===== src/rtl/ansi_dec_pkg.sv =====
package ansi_dec_pkg;
  typedef enum logic [2:0] {
    CMD_NONE   = 3'd0,
    CMD_PRINT  = 3'd1,
    CMD_CR     = 3'd2,
    CMD_LF     = 3'd3,
    CMD_CLEAR  = 3'd4,
    CMD_COLOUR = 3'd5
  } cmd_kind_e;

  typedef enum logic [1:0] {
    ST_TEXT = 2'd0,
    ST_ESC  = 2'd1,
    ST_CSI  = 2'd2
  } dec_state_e;

  localparam logic [7:0] CH_ESC  = 8'h1B;
  localparam logic [7:0] CH_LBR  = 8'h5B;
  localparam logic [7:0] CH_SEP  = 8'h3B;
  localparam logic [7:0] CH_SGR  = 8'h6D;
  localparam logic [7:0] CH_CR   = 8'h0D;
  localparam logic [7:0] CH_LF   = 8'h0A;
  localparam logic [7:0] CH_FF   = 8'h0C;
endpackage


===== src/rtl/ansi_param_acc.sv =====
module ansi_param_acc #(
  parameter int MAX_VAL = 99,
  parameter int PW      = $clog2(MAX_VAL + 1)
) (
  input  logic          clk_i,
  input  logic          rst_ni,
  input  logic          clr_i,
  input  logic          digit_valid_i,
  input  logic [3:0]    digit_i,
  output logic [PW-1:0] val_o
);
  localparam int XW = PW + 4;

  logic [PW-1:0] val_q;
  logic [XW-1:0] ext;

  always_comb begin
    ext = XW'(val_q) * XW'(10) + XW'(digit_i);
    if (ext > XW'(MAX_VAL)) ext = XW'(MAX_VAL);
  end

  always_ff @(posedge clk_i or negedge rst_ni) begin
    if (!rst_ni)            val_q <= '0;
    else if (clr_i)         val_q <= '0;
    else if (digit_valid_i) val_q <= ext[PW-1:0];
  end

  assign val_o = val_q;

  a_r8_no_overflow: assert property (@(posedge clk_i) disable iff (!rst_ni)
    32'(val_q) <= MAX_VAL);
  a_r8_clear_zero: assert property (@(posedge clk_i) disable iff (!rst_ni)
    clr_i |=> val_q == '0);
endmodule


===== src/rtl/ansi_colour_sel.sv =====
module ansi_colour_sel #(
  parameter int CW         = 3,
  parameter int PW         = 7,
  parameter int DEFAULT_FG = 7,
  parameter int BASE       = 30
) (
  input  logic          clk_i,
  input  logic          rst_ni,
  input  logic          apply_i,
  input  logic [PW-1:0] param_i,
  output logic [CW-1:0] attr_o,
  output logic          chg_valid_o,
  output logic [CW-1:0] chg_colour_o
);
  localparam int NCOL = 1 << CW;

  logic [CW-1:0] attr_q;
  logic          hit;
  logic [CW-1:0] code;

  always_comb begin
    hit  = 1'b0;
    code = CW'(DEFAULT_FG);
    if (param_i == '0) begin
      hit = 1'b1;
    end else if (32'(param_i) >= BASE && 32'(param_i) < BASE + NCOL) begin
      hit  = 1'b1;
      code = CW'(32'(param_i) - BASE);
    end
  end

  assign chg_valid_o  = apply_i && hit;
  assign chg_colour_o = code;

  always_ff @(posedge clk_i or negedge rst_ni) begin
    if (!rst_ni)          attr_q <= CW'(DEFAULT_FG);
    else if (chg_valid_o) attr_q <= code;
  end

  assign attr_o = attr_q;

  a_r8_attr_hold: assert property (@(posedge clk_i) disable iff (!rst_ni)
    !apply_i |=> $stable(attr_o));
  a_r6_attr_takes: assert property (@(posedge clk_i) disable iff (!rst_ni)
    chg_valid_o |=> attr_o == $past(chg_colour_o));
endmodule


===== src/rtl/ansi_seq_decoder.sv =====
module ansi_seq_decoder
  import ansi_dec_pkg::*;
#(
  parameter int GLOBAL_COLOUR = 1,
  parameter int CW            = 3,
  parameter int DEFAULT_FG    = 7,
  parameter int PARAM_MAX     = 99
) (
  input  logic          clk_i,
  input  logic          rst_ni,
  input  logic          byte_valid_i,
  input  logic [7:0]    byte_data_i,
  output logic          byte_ready_o,
  output logic          cmd_valid_o,
  output logic [2:0]    cmd_kind_o,
  output logic [7:0]    cmd_char_o,
  output logic [CW-1:0] cmd_colour_o,
  output logic [CW-1:0] fg_colour_o
);
  localparam int PW = $clog2(PARAM_MAX + 1);

  dec_state_e    st_q, st_d;
  logic          acc_clr, dig_v, apply;
  logic [PW-1:0] param;
  logic [CW-1:0] attr, chg_col;
  logic          chg_v, col_evt;
  logic          is_digit, accept;
  cmd_kind_e     kind_d;
  logic          cmd_v_q;
  cmd_kind_e     kind_q;
  logic [7:0]    char_q;
  logic [CW-1:0] col_q;

  assign byte_ready_o = 1'b1;
  assign accept       = byte_valid_i && byte_ready_o;
  assign is_digit     = byte_data_i >= 8'h30 && byte_data_i <= 8'h39;

  always_comb begin
    st_d    = st_q;
    acc_clr = 1'b0;
    dig_v   = 1'b0;
    apply   = 1'b0;
    kind_d  = CMD_NONE;
    if (accept) begin
      unique case (st_q)
        ST_TEXT: begin
          if (byte_data_i == CH_ESC)                          st_d   = ST_ESC;
          else if (byte_data_i == CH_CR)                      kind_d = CMD_CR;
          else if (byte_data_i == CH_LF)                      kind_d = CMD_LF;
          else if (byte_data_i == CH_FF)                      kind_d = CMD_CLEAR;
          else if (byte_data_i >= 8'h20 && byte_data_i <= 8'h7E) kind_d = CMD_PRINT;
        end
        ST_ESC: begin
          acc_clr = 1'b1;
          st_d    = (byte_data_i == CH_LBR) ? ST_CSI : ST_TEXT;
        end
        ST_CSI: begin
          if (is_digit) begin
            dig_v = 1'b1;
          end else if (byte_data_i == CH_SEP) begin
            apply = 1'b1; acc_clr = 1'b1;
          end else if (byte_data_i == CH_SGR) begin
            apply = 1'b1; acc_clr = 1'b1; st_d = ST_TEXT;
          end else begin
            acc_clr = 1'b1; st_d = ST_TEXT;
          end
        end
        default: st_d = ST_TEXT;
      endcase
    end
    if (col_evt) kind_d = CMD_COLOUR;
  end

  ansi_param_acc #(.MAX_VAL(PARAM_MAX), .PW(PW)) u_acc (
    .clk_i, .rst_ni,
    .clr_i        (acc_clr),
    .digit_valid_i(dig_v),
    .digit_i      (byte_data_i[3:0]),
    .val_o        (param)
  );

  ansi_colour_sel #(.CW(CW), .PW(PW), .DEFAULT_FG(DEFAULT_FG)) u_col (
    .clk_i, .rst_ni,
    .apply_i     (apply),
    .param_i     (param),
    .attr_o      (attr),
    .chg_valid_o (chg_v),
    .chg_colour_o(chg_col)
  );

  generate
    if (GLOBAL_COLOUR != 0) begin : g_global
      assign col_evt = chg_v;
    end else begin : g_per_char
      assign col_evt = 1'b0;
    end
  endgenerate

  always_ff @(posedge clk_i or negedge rst_ni) begin
    if (!rst_ni) begin
      st_q    <= ST_TEXT;
      cmd_v_q <= 1'b0;
      kind_q  <= CMD_NONE;
      char_q  <= '0;
      col_q   <= CW'(DEFAULT_FG);
    end else begin
      st_q    <= st_d;
      cmd_v_q <= kind_d != CMD_NONE;
      kind_q  <= kind_d;
      char_q  <= byte_data_i;
      col_q   <= col_evt ? chg_col : attr;
    end
  end

  assign cmd_valid_o  = cmd_v_q;
  assign cmd_kind_o   = kind_q;
  assign cmd_char_o   = char_q;
  assign cmd_colour_o = col_q;
  assign fg_colour_o  = attr;

  a_r2_cmd_from_byte: assert property (@(posedge clk_i) disable iff (!rst_ni)
    cmd_valid_o |-> $past(byte_valid_i));
  a_r2_print_range: assert property (@(posedge clk_i) disable iff (!rst_ni)
    (cmd_valid_o && cmd_kind_o == CMD_PRINT) |-> (cmd_char_o >= 8'h20 && cmd_char_o <= 8'h7E));
  a_r11_mode_kind: assert property (@(posedge clk_i) disable iff (!rst_ni)
    (cmd_valid_o && cmd_kind_o == CMD_COLOUR) |-> (GLOBAL_COLOUR != 0));
  a_r9_esc_silent: assert property (@(posedge clk_i) disable iff (!rst_ni)
    (accept && st_q == ST_ESC) |=> !cmd_valid_o);
endmodule


===== config.mk =====
export PLATFORM = sky130hd
export DESIGN_NAME = ansi_seq_decoder
export DESIGN_NICKNAME = d
export VERILOG_FILES = /design/src/rtl/ansi_dec_pkg.sv /design/src/rtl/ansi_param_acc.sv /design/src/rtl/ansi_colour_sel.sv /design/src/rtl/ansi_seq_decoder.sv
export SDC_FILE = /design/constraint.sdc
export NUM_CORES = 1
export LEC_CHECK = 0
export BUFFER_PORTS_ARGS = -buffer_cell sky130_fd_sc_hd__buf_2
export CAP_MARGIN = 30
export CORE_MARGIN = 2
export CORE_UTILIZATION = 64
export CTS_BUF_LIST = sky130_fd_sc_hd__clkbuf_4 sky130_fd_sc_hd__clkbuf_8
export CTS_CLUSTER_SIZE = 16
export DETAILED_ROUTE_END_ITERATION = 10
export GPL_ROUTABILITY_DRIVEN = 0
export PLACE_DENSITY = 0.88
export SYNTH_ARGS = -nofsm -noshare
export SYNTH_HDL_FRONTEND = slang
export SYNTH_HIERARCHICAL = 1
export SYNTH_SLANG_ARGS = --single-unit

===== constraint.sdc =====
create_clock -name clk_i -period 8.3 [get_ports clk_i]
set_input_delay 0.83 -clock clk_i [delete_from_list [all_inputs] [get_ports clk_i]]
set_output_delay 0.83 -clock clk_i [all_outputs]
set_load 0.01 [all_outputs]

==> metrics.txt <==
outcome=completed; Worst-Skew Late Latency=0.33 ns; worst reg2reg endpoint=u_acc/val_o[4]; largest net degree at the start of global routing=28; Setup crit end kind=flop; Sink Count=27; Slew Limit Headroom=0.412; commonest cells in the synthesized netlist=dfrtp_1 (21), ha_1 (17), nor2_1 (12); vias per inst=6.35; Crit-path slowest cell=dfrtp_1; PD cells=223 nW/um2; FF/Latch Area=683 um2; crit start category=flop; multi-input logic area=1220 um2; DR WL/cell=16.2 um; TritonCTS Buffers=3; IO buf count=28; RR Startpoint=u_acc/val_o[1]; Synth Flop Type=dfrtp_1; leading area contributor after synthesis=dfrtp_1; post-synthesis cell area=1960 um2; fin nets=253; CP arrival=3.43 ns; gr ovfl total=0; post-synth top area share=0.268; DRT Pass-1 Iters=4; Max IR drop VDD=0.000128 V; Syn Nets=222; Final setup viols=0; Post-synth EDFFs=0; final worst slack=5.10 ns; H-tree lvl count=1; Cells after Synth=192; Rows=20; Setup Slack @ Placement=5.13 ns; crit path from=u_acc/val_o[1]; DR iter-0 viols=120; P&R area growth vs syn=9.90%; final hold viol count=0; Post-route DRC=0; Post CTS Setup Buffer Count=0; crit path to=u_acc/val_o[4]; Post-synth ARST share=1.00; initial antenna violation count=0; post-synthesis cell type count=66; ANT nets after route=0; Fin Clk Skew=0.00360 ns; fmax=313 MHz; n_diodes=0; clk slew on worst S/H paths=0.14 ns; worst slew pin tran=0.871 ns; Synth area leaders=dfrtp_1 (27%), ha_1 (11%), dfstp_2 (8.1%), o21ai_0 (2.8%), a211oi_1 (2.3%); final WL=4130 um; register area share after synthesis=0.349; layout cells sized above 1=0.275; # hold bufs at CTS=0; number of global-route vias before repair=1513; #FFs+latches synth=27; RSZ-0062 raised after global routing=false; cell with the most instances after synthesis=dfrtp_1; stages on the worst setup path=9; crit share post-route=0.385; Ys Warns=6; initial core utilization=0.658; Post-Route Setup TNS=0 ns; Worst Path Required=8.54 ns; Crit Path Max Fanout=9; first-pass GRT wire length=6870 um; final hold slack=0.472 ns; crit path time final=3.20 ns; Total GRT Usage=0.251; crit path kind=reg -> reg; via count=1620; Hold WC Path Type=in -> async; most frequent CP cell=ha_1; CTS max path bufs=2; CTS tree=built; CP Cell Sequence=ha_1 > ha_1 > fa_1 > a211oi_1 > nor2_1 > nor3b_1 > mux2i_1 > or3_4 > o41ai_2; fin. max-slew vios=0; placed wire-length estimate=3220 um; die height=59.3 um; I/O pin count=30; post-cts resize count=0; Die Area=3520 um2; Die W=59.3 um; CP peak stage delay=0.52 ns; total of max-cap violations=0; Leakage=0.000994 uW; Root Driver=clkbuf_4; CP top delay family=adder cells; R2R Setup Slk=5.10 ns; buffers plus inverters on the worst setup path=0; R2R cell count=9; average cell area after synthesis=10.2 um2; core region area=2980 um2; Filler cells=223
==> placed cells by master, fill, tap and decap left out, types with 2 or more instances in the layout <==
cell type   n
a211oi_1    6
a21o_2      2
a21oi_1     8
a31oi_1     2
and2_1      2
buf_2      28
clkbuf_4    3
dfrtp_1    21
dfstp_2     6
fa_1        2
ha_1       17
inv_1      11
mux2_2      3
nand2_1    11
nand2b_1    6
nand4b_1    3
nor2_1     12
nor2b_1     3
nor3b_1     3
nor4_1      3
o211ai_2    2
o21ai_0    11
o21ai_1     2
o21bai_1    2
o22a_1      4
o22ai_1     2
o41ai_2     2
or3_1       2
xnor2_1     3
xor2_1      2
==> state kept, by name (all words and copies together), names as in the netlist <==
name          flops
cmd_char_o        8
cmd_colour_o      3
cmd_kind_o        3
cmd_valid_o       1
st_q              2
u_acc/val_o       7
u_col/attr_o      3
==> logic make-up after synthesis <==
| group | share of synthesized area |
|---|---|
| multiplexers | 0.0224 |
| XOR/XNOR | 0.0224 |
| AO/OA/AOI/OAI | 0.250 |
| other | 0.00192 |
| AND/OR/NAND/NOR | 0.197 |
| buffers and inverters | 0.0288 |
| flip-flops | 0.349 |
| adder cells (fa/ha/maj) | 0.129 |
==> metrics by stage <==
stage / cells / util / area (um2) / total power [uW]
3_3_place_gp: 251 / 0.713 / 2120 / 408
3_5_place_dp: 251 / 0.713 / 2120 / 420
6_report: 255 / 0.723 / 2150 / 479
2_1_floorplan: 192 / - / 1960 / 361
5_1_grt: 255 / 0.723 / 2150 / 513
4_1_cts: 255 / 0.723 / 2150 / 477
==> power by group <==
| part | internal [uW] | switching (uW) | total, uW |
|---|---|---|---|
| Clock | 18.1 | 38.6 | 56.7 |
| Sequential | 151 | 24.5 | 175 |
| Combinational | 104 | 143 | 247 |
==> worst min-delay path by stage <==
stage / start / to / cells past startpoint
2_1_floorplan: rst_ni / cmd_char_o[0] / 0
3_3_place_gp: u_col/attr_o[2] / u_col/attr_o[2] / 1
3_5_place_dp: u_col/attr_o[2] / u_col/attr_o[2] / 1
4_1_cts: rst_ni / cmd_kind_o[0] / 1
5_1_grt: rst_ni / cmd_char_o[4] / 1
6_report: rst_ni / cmd_kind_o[0] / 1
==> worst reg2reg max path: stages (launching register included) <==
cell	delay, ns
dfrtp_1	0.52
ha_1	0.34
ha_1	0.24
fa_1	0.45
a211oi_1	0.39
nor2_1	0.12
nor3b_1	0.22
mux2i_1	0.14
or3_4	0.37
o41ai_2	0.31
==> cell type report <==
type / count / share of cell area
well taps: 33 / 0.0192
flip-flops and latches: 27 / 0.317
inverters: 11 / 0.0192
repair buffers: 28 / 0.0651
multi-input cells: 152 / 0.566
clock buffers: 3 / 0.0105
clock inverters: 1 / 0.00233
==> layer usage <==
metal	GRT usage	vias to the layer above	share of wire
met2	0.405	51	0.49
met5	0	-	0
met3	0.0240	6	0.039
met1	0.352	771	0.46
met4	0.0844	0	0.015
li1	-	792	-
Note: power is estimated with default switching activity, not from simulation.
